--- src/rtl/dskirq_pkg.sv ---
package dskirq_pkg;

  localparam int ADDR_W     = 14;
  localparam int DATA_W     = 8;
  localparam int CODE_W     = 4;
  localparam int CODE_IDX_W = $clog2(CODE_W);

  // per-channel window layout
  localparam int CH_BASE0   = 32'h2000;
  localparam int CH_STRIDE  = 32'h1000;
  localparam int CTRL_OFS   = 32'h0200;
  localparam int STAT_OFS   = 32'h0290;

  localparam logic [ADDR_W-1:0] CFG_ADDR  = '0;
  localparam logic [ADDR_W-1:0] CODE_BASE = 14'h2280;

  // configuration byte bit positions
  localparam int WIN_BIT = 5;
  localparam int DMA_BIT = 0;

  function automatic logic [ADDR_W-1:0] ctrl_addr(input int ch);
    return ADDR_W'(CH_BASE0 + ch * CH_STRIDE + CTRL_OFS);
  endfunction

  function automatic logic [ADDR_W-1:0] stat_addr(input int ch);
    return ADDR_W'(CH_BASE0 + ch * CH_STRIDE + STAT_OFS);
  endfunction

endpackage

--- src/rtl/dskirq_decode.sv ---
module dskirq_decode
  import dskirq_pkg::*;
#(
  parameter int NCH = 2
) (
  input  logic [ADDR_W-1:0]     addr_i,
  output logic [NCH-1:0]        ctrl_hit_o,
  output logic [NCH-1:0]        stat_hit_o,
  output logic                  cfg_hit_o,
  output logic                  code_hit_o,
  output logic [CODE_IDX_W-1:0] code_idx_o
);

  for (genvar g = 0; g < NCH; g++) begin : g_ch
    assign ctrl_hit_o[g] = (addr_i == ctrl_addr(g));
    assign stat_hit_o[g] = (addr_i == stat_addr(g));
  end

  assign cfg_hit_o = (addr_i == CFG_ADDR);

  // code bytes sit four bytes apart in one 16-byte slot
  assign code_hit_o = (addr_i[ADDR_W-1:4] == CODE_BASE[ADDR_W-1:4]) &&
                      (addr_i[1:0] == 2'b00);
  assign code_idx_o = addr_i[2 +: CODE_IDX_W];

endmodule

--- src/rtl/dskirq_chan.sv ---
module dskirq_chan (
  input  logic clk,
  input  logic rst_n,
  input  logic set_i,
  input  logic clr_i,
  input  logic req_i,
  output logic en_o,
  output logic gated_o
);

  logic en_q, en_d, en_ce;

  always_comb begin
    en_ce = set_i | clr_i;
    en_d  = en_q;
    if (set_i)      en_d = 1'b1;
    else if (clr_i) en_d = 1'b0;
  end

  always_ff @(posedge clk or negedge rst_n) begin
    if (!rst_n)     en_q <= 1'b0;
    else if (en_ce) en_q <= en_d;
  end

  assign en_o    = en_q;
  assign gated_o = en_q & req_i;

endmodule

--- src/rtl/dskirq_cfg.sv ---
module dskirq_cfg
  import dskirq_pkg::*;
(
  input  logic              clk,
  input  logic              rst_n,
  input  logic              wr_i,
  input  logic [DATA_W-1:0] wdata_i,
  output logic [DATA_W-1:0] cfg_o,
  output logic              rom_rst_o
);

  logic [DATA_W-1:0] cfg_q, cfg_d;
  logic              pulse_q, pulse_d;

  always_comb begin
    cfg_d   = wr_i ? wdata_i : cfg_q;
    pulse_d = wr_i && (wdata_i == '0);
  end

  always_ff @(posedge clk or negedge rst_n) begin
    if (!rst_n)    cfg_q <= '0;
    else if (wr_i) cfg_q <= cfg_d;
  end

  always_ff @(posedge clk or negedge rst_n) begin
    if (!rst_n) pulse_q <= 1'b0;
    else        pulse_q <= pulse_d;
  end

  assign cfg_o     = cfg_q;
  assign rom_rst_o = pulse_q;

endmodule

--- src/rtl/dskirq_ctrl.sv ---
module dskirq_ctrl
  import dskirq_pkg::*;
#(
  parameter int                NCH        = 2,
  parameter logic [CODE_W-1:0] BOARD_CODE = 4'd3
) (
  input  logic              clk,
  input  logic              rst_n,
  input  logic              bus_sel,
  input  logic              bus_wr,
  input  logic [ADDR_W-1:0] bus_addr,
  input  logic [DATA_W-1:0] bus_wdata,
  output logic [DATA_W-1:0] bus_rdata,
  input  logic [NCH-1:0]    drv_req_i,
  output logic              irq_o,
  output logic              pend_o,
  output logic              win_open_o,
  output logic              dma_ch_o,
  output logic              rom_rst_o
);

  // asynchronous assert, synchronous release
  logic [1:0] rst_sync_q;
  logic       rst_sync_n;

  always_ff @(posedge clk or negedge rst_n) begin
    if (!rst_n) rst_sync_q <= 2'b00;
    else        rst_sync_q <= {rst_sync_q[0], 1'b1};
  end
  assign rst_sync_n = rst_sync_q[1];

  logic [NCH-1:0]        ctrl_hit, stat_hit;
  logic                  cfg_hit, code_hit;
  logic [CODE_IDX_W-1:0] code_idx;

  dskirq_decode #(.NCH(NCH)) dec_i (
    .addr_i    (bus_addr),
    .ctrl_hit_o(ctrl_hit),
    .stat_hit_o(stat_hit),
    .cfg_hit_o (cfg_hit),
    .code_hit_o(code_hit),
    .code_idx_o(code_idx)
  );

  logic rd_acc, wr_acc;
  assign wr_acc = bus_sel &  bus_wr;
  assign rd_acc = bus_sel & ~bus_wr;

  logic [NCH-1:0] en_vec, gated_vec;

  for (genvar g = 0; g < NCH; g++) begin : g_chan
    dskirq_chan chan_i (
      .clk    (clk),
      .rst_n  (rst_sync_n),
      .set_i  (wr_acc & ctrl_hit[g]),
      .clr_i  (rd_acc & ctrl_hit[g]),
      .req_i  (drv_req_i[g]),
      .en_o   (en_vec[g]),
      .gated_o(gated_vec[g])
    );
  end

  logic [DATA_W-1:0] cfg_val;

  dskirq_cfg cfg_i (
    .clk      (clk),
    .rst_n    (rst_sync_n),
    .wr_i     (wr_acc & cfg_hit),
    .wdata_i  (bus_wdata),
    .cfg_o    (cfg_val),
    .rom_rst_o(rom_rst_o)
  );

  // read mux; control locations read as zero
  logic [DATA_W-1:0] rd_d, rd_q;

  always_comb begin
    rd_d = '0;
    if (cfg_hit)  rd_d = cfg_val;
    if (code_hit) rd_d[0] = BOARD_CODE[code_idx];
    for (int c = 0; c < NCH; c++) begin
      if (stat_hit[c]) rd_d[0] = drv_req_i[c];
    end
  end

  always_ff @(posedge clk or negedge rst_sync_n) begin
    if (!rst_sync_n) rd_q <= '0;
    else if (rd_acc) rd_q <= rd_d;
  end

  assign bus_rdata  = rd_q;
  assign irq_o      = |gated_vec;
  assign pend_o     = |drv_req_i;
  assign win_open_o = cfg_val[WIN_BIT];
  assign dma_ch_o   = cfg_val[DMA_BIT];

endmodule

--- config.mk ---
export PLATFORM = sky130hd
export DESIGN_NAME = dskirq_ctrl
export DESIGN_NICKNAME = d
export VERILOG_FILES = /design/src/rtl/dskirq_pkg.sv /design/src/rtl/dskirq_decode.sv /design/src/rtl/dskirq_chan.sv /design/src/rtl/dskirq_cfg.sv /design/src/rtl/dskirq_ctrl.sv
export SDC_FILE = /design/constraint.sdc
export NUM_CORES = 1
export LEC_CHECK = 0
export ABC_CLOCK_PERIOD_IN_PS = 800
export BUFFER_PORTS_ARGS = -buffer_cell sky130_fd_sc_hd__buf_2
export CAP_MARGIN = 40
export CORE_MARGIN = 2
export CORE_UTILIZATION = 45
export DETAILED_ROUTE_END_ITERATION = 8
export HOLD_SLACK_MARGIN = 0.03
export PLACE_DENSITY = 0.74
export SKIP_CTS_REPAIR_TIMING = 1
export SYNTH_ARGS = -nofsm -noshare
export SYNTH_HDL_FRONTEND = slang
export SYNTH_SLANG_ARGS = --single-unit
--- constraint.sdc ---
create_clock -name clk -period 0.8 [get_ports clk]
set_input_delay 0.04 -clock clk [delete_from_list [all_inputs] [get_ports clk]]
set_output_delay 0.04 -clock clk [all_outputs]
set_load 0.05 [all_outputs]
# Yosys cells after proc, flatten, opt, wreduce, memory -nomap -nowiden
# Index checks and enable logic that the tools add are counted.
[op_classes] n_reduce_logical=11 n_eq_ne=5 muxes=10 bitwise_logic=12 magnitude_cmp=1
[op_table] cell="== test 14 bit, second input constant" n=4
[op_table] cell="zero test 14 bit" n=1
[op_table] cell="== test 10 bit, second input constant" n=1
[op_table] cell="AND 1 bit" n=9
[op_table] cell="zero test 8 bit" n=1
[op_table] cell="two-way mux 1 bit" n=8
[op_table] cell="two-way mux 8 bit" n=1
[op_table] cell="AND reduction 2 bit" n=2
[op_table] cell="nonzero test 2 bit" n=2
[op_table] cell="OR reduction 2 bit" n=2
[op_table] cell="less-than comparator 2 x 3 -> 1 bit, second input constant" n=1
[op_table] cell="binary-select mux 1 bit (select 2 bit)" n=1
[op_table] cell="logical AND 1 bit" n=2
[op_table] cell="zero test 2 bit" n=1
[op_table] cell="OR 1 bit" n=2
[op_table] cell="NOT 1 bit" n=1
[word_totals] out_inout_bits=13 in_bits=28 ff_bits=21

# Logic depth before layout (Yosys ltp)
[logic_depth] ltp_word=5 depth_mapped=5

# Modules after synthesis
# From an unflattened synthesis, not the netlist that was laid out.
[unflattened] hier_cells=99 area_unflattened_um2=1056.0
[modules_own_cells] mod="dskirq_ctrl" instances=1 area_per_inst_um2=499.2 cells_per_inst=53 seq_area_each_um2=250.2
[modules_own_cells] mod="dskirq_cfg" instances=1 area_per_inst_um2=355.3 cells_per_inst=21 seq_area_each_um2=225.2
[modules_own_cells] mod="dskirq_decode" instances=1 area_per_inst_um2=116.4 cells_per_inst=17 seq_area_each_um2=0.0
[modules_own_cells] mod="dskirq_chan" instances=2 area_per_inst_um2=42.5 cells_per_inst=4 seq_area_each_um2=25.0

# Least setup slack after synthesis
# OpenSTA, ideal clock, no wires.
[synth_timing] path_kind="input -> register" start="input port bus_addr[5]" end="register cfg_i.cfg_q[0], in the netlist cfg_i.cfg_o[0]" path_buffers=0 slack_ns=-0.586 stages=4 setup_ns=0.125 arrival_ns=1.261 path_cell_list="nor4_2 -> nand3b_2 -> nor3_4 -> mux2_2"
[synth_between] elab_chain_cells=2
[synth_rtl] item="from (decl)" line_no="dskirq_ctrl.sv:11" rtl="input logic [ADDR_W-1:0] bus_addr,"
[synth_rtl] item="zero test 14 bit" line_no="dskirq_decode.sv:19" rtl="assign cfg_hit_o = (addr_i == CFG_ADDR);"
[synth_rtl] item="AND 1 bit" line_no="dskirq_ctrl.sv:68" rtl=".wr_i (wr_acc & cfg_hit),"
[synth_rtl] item="to (signal assigned)" line_no="dskirq_cfg.sv:22" rtl="else if (wr_i) cfg_q <= cfg_d;"
[synth_rtl] item="to (decl)" line_no="dskirq_cfg.sv:12" rtl="logic [DATA_W-1:0] cfg_q, cfg_d;"
# No other way between the ends.
# A chain may end at the register's enable or synchronous reset.

# Worst setup path in the final report
[layout_timing] start="register g_chan[0].chan_i.en_q" end="output port irq_o"
[layout_between] elab_chain_cells=2
[layout_rtl] item="from (decl)" line_no="dskirq_chan.sv:11" rtl="logic en_q, en_d, en_ce;"
[layout_rtl] item="from (signal assigned)" line_no="dskirq_chan.sv:22" rtl="else if (en_ce) en_q <= en_d;"
[layout_rtl] item="AND 1 bit" line_no="dskirq_chan.sv:26" rtl="assign gated_o = en_q & req_i;"
[layout_rtl] item="OR reduction 2 bit" line_no="dskirq_ctrl.sv:92" rtl="assign irq_o = |gated_vec;"
[layout_rtl] item="to (decl)" line_no="dskirq_ctrl.sv:15" rtl="output logic irq_o,"
# No other way between the ends.

==> impl_results.md <==
- Layout cells sized above 1: 63.2%
- Largest net degree at the start of global routing: 20
- CP Buf/Inv Count: 1
- Port-buffer cells: 40
- Fmax: 872 MHz
- Synth Instances: 69
- Core Box Area: 0.00192 mm2
- Final WL: 3.52 mm
- Reg2reg start: cfg_i.cfg_o[0]
- MaxCap Viol Count: 0
- Drt drc: 0
- Post-synth top area share: 58.1%
- Via count: 984
- Skew-Pair Late Insertion Delay: 0.33 ns
- Largest area contributor in the netlist: dfrtp_1
- Worst vdd ir: 1.39 mV
- Clock root buffer: clkbuf_4
- Full die area: 0.00238 mm2
- Via density: 5.50
- RSZ-0062 raised after global routing: yes
- Reg2reg setup slack: -0.14 ns
- Top-Level Pins: 41
- Initial Util: 47.1%
- Antenna violations before repair: 0
- Crit. End Element: primary output
- Worst path depth: 2
- Total global routing overflow: 0
- R2R cell count: 2
- First-pass GRT wire length: 3.46 mm
- Clock Sinks: 21
- Fin nets: 181
- P_leak: 0.906 nW
- Hold Vio Cnt, Final: 0
- Asr flop ratio synth: 100%
- Crit path required time: 0.76 ns
- Synth cell types: 24
- Post-synthesis sequential area ratio: 58.1%
- Crit-path leading delay family: flip-flops
- Failing checks: setup timing
- Worst R2R End: bus_rdata[0]
- Crit path cell chain: a22o_1, buf_6
- Power, Total: 0.00193 W
- Largest cells by area after synthesis: dfrtp_1 (58%), mux2_2 (12%), a22o_1 (7.7%), nor4_2 (2.8%), nor3_4 (1.8%)
- DP HPWL: 1.72 mm
- Setup Skew: 0.00740 ns
- CTS buffer count: 3
- Type of origin of the critical path: flop
- Clock buffer depth: 2
- Hold Path Cell Cnt: 3
- Setup TNS: -6.08 ns
- Vert. Die Dim: 48.8 um
- Final Util: 91.2%
- DR iter-0 viols: 7
- DR pass1 iterations: 4
- Main synth FF type: dfrtp_1
- Min Tclk post-route: 1.15 ns
- H-tree levels: 1
- Clk slew on worst S/H paths: 0.13 ns
- Diodes inserted: 0
- Routed Antenna Nets: 0
- GP Congestion: 0.782
- Worst setup margin: -0.346 ns
- Synth-to-Final Area Change: 93.8%
- Crit path kind: reg -> out
- Die width: 48.8 um
- # fillers: 85
- Crit Path Max Fanout: 2
- Synthesized net count: 97
- Fin crit share: 143%
- Number of global-route vias before repair: 870
- PwrDens: 1100 mW/mm2
- Total Routing Usage GR: 18.7%
- Run status: complete, but fails checks
- Hold crit path type: in -> reg
- Post-Synthesis Cell Area: 905 um2
- Std-Cell Rows: 16
- Number of flops mapped to enable cells by yosys: 0
- Post-Syn Area per Cell: 13.1 um2
- Final setup vio count: 31
- Critical path data arrival time: 1.11 ns
- Worst path max stage delay: 0.41 ns
- CTS tree: built
- Slew Viols, Final: 0
- Hold Crit Endpoint: cfg_i.rom_rst_o
- Hold Path Origin: bus_wdata[6]
- Ys Warns: 0
- FF+latch count, synth: 21
- WL per Instance: 19.6 um
- CP max-delay cell: dfrtp_1
## through the flow
step,cell area [um2],hold slack (ns),cells,setup WS [ns]
after floorplan,935,-0.256,69,-0.520
after detailed placement,1300,-0.173,153,-0.642
final,1750,0.0399,179,-0.346
after global placement,1300,-0.176,153,-0.613
after CTS,1330,-0.518,157,-0.390
after global routing,1750,0.0624,179,-0.386
## worst max-delay path by stage
stage | slack (ns) | start | to
finish | -0.35 | g_chan[0].chan_i.en_o | irq_o
global route | -0.39 | g_chan[0].chan_i.en_o | irq_o
CTS | -0.39 | g_chan[0].chan_i.en_o | irq_o
detailed placement | -0.64 | bus_addr[5] | cfg_i.cfg_o[5]
global placement | -0.61 | bus_addr[5] | cfg_i.cfg_o[3]
floorplan | -0.52 | bus_addr[8] | cfg_i.cfg_o[0]
## cell usage in the layout (no fill, tap or decap), types with 2 or more instances in the layout
master	count
buf_2	22
nor4_4	2
buf_6	23
nand2_1	2
nor4_1	2
dfrtp_1	21
nor3_4	3
nand4_1	2
mux2_4	10
a22o_1	8
nor2_1	2
buf_8	2
dlygate4sd3_1	10
buf_4	23
nor2_4	2
clkbuf_4	3
## cell families (layout without fill, tap and decap cells)
logic type	after synthesis	count (layout)	synth area share, %
AO/OA/AOI/OAI	12	12	11.2
buffers and inverters	2	85	0.829
flip-flops	21	21	58.1
multiplexers	10	10	12.4
other	1	1	0.415
AND/OR/NAND/NOR	23	23	17.0
## worst min-delay path, delay by kind of cell
family | cells | cell delay, ns
simple gates | 2 | 0.20
buf+inv | 1 | 0.09
## metal layers
layer  up-vias  track usage [%]  part of all wire, %  wire length, um
li1        432                -                    -                -
met4         0             5.71                  4.0              142
met5         -                0                    0                0
met2        57             36.1                   53             1870
met1       480             20.4                   36             1270
met3        15             3.68                  6.4              224
## layout make-up
cell class	instances	area (um2)	share of cell area (%)
Clock buffer	3	22.5	1.28
Clock inverter	1	5.00	0.286
Inverter	1	3.75	0.214
Multi-Input combinational cell	46	490	28.0
Sequential cell	21	526	30.0
Tap cell	27	33.8	1.93
Timing Repair Buffer	80	672	38.3
## synthesized netlist by cell type (all sizes together), types with 2 or more instances
master / number
nor4: 4
mux2: 10
nand4: 2
nor3: 3
a22o: 8
dfrtp: 21
nand3: 2
nand2: 3
nor2: 4
## registers in the layout, indices dropped and copies added (netlist names)
register	cells
bus_rdata	8
cfg_i.cfg_o	8
g_chan.chan_i.en_o	2
rst_sync_q	2
cfg_i.rom_rst_o	1
## power breakdown
part | switching (W) | leakage [nW] | internal, W
combinational | 0.000151 | 0.599 | 0.000164
clock | 0.000362 | 0.0177 | 0.000188
sequential | 0.00000209 | 0.289 | 0.00107
total | 0.000516 | 0.906 | 0.00142
Note: power is estimated with default switching activity, not from simulation.
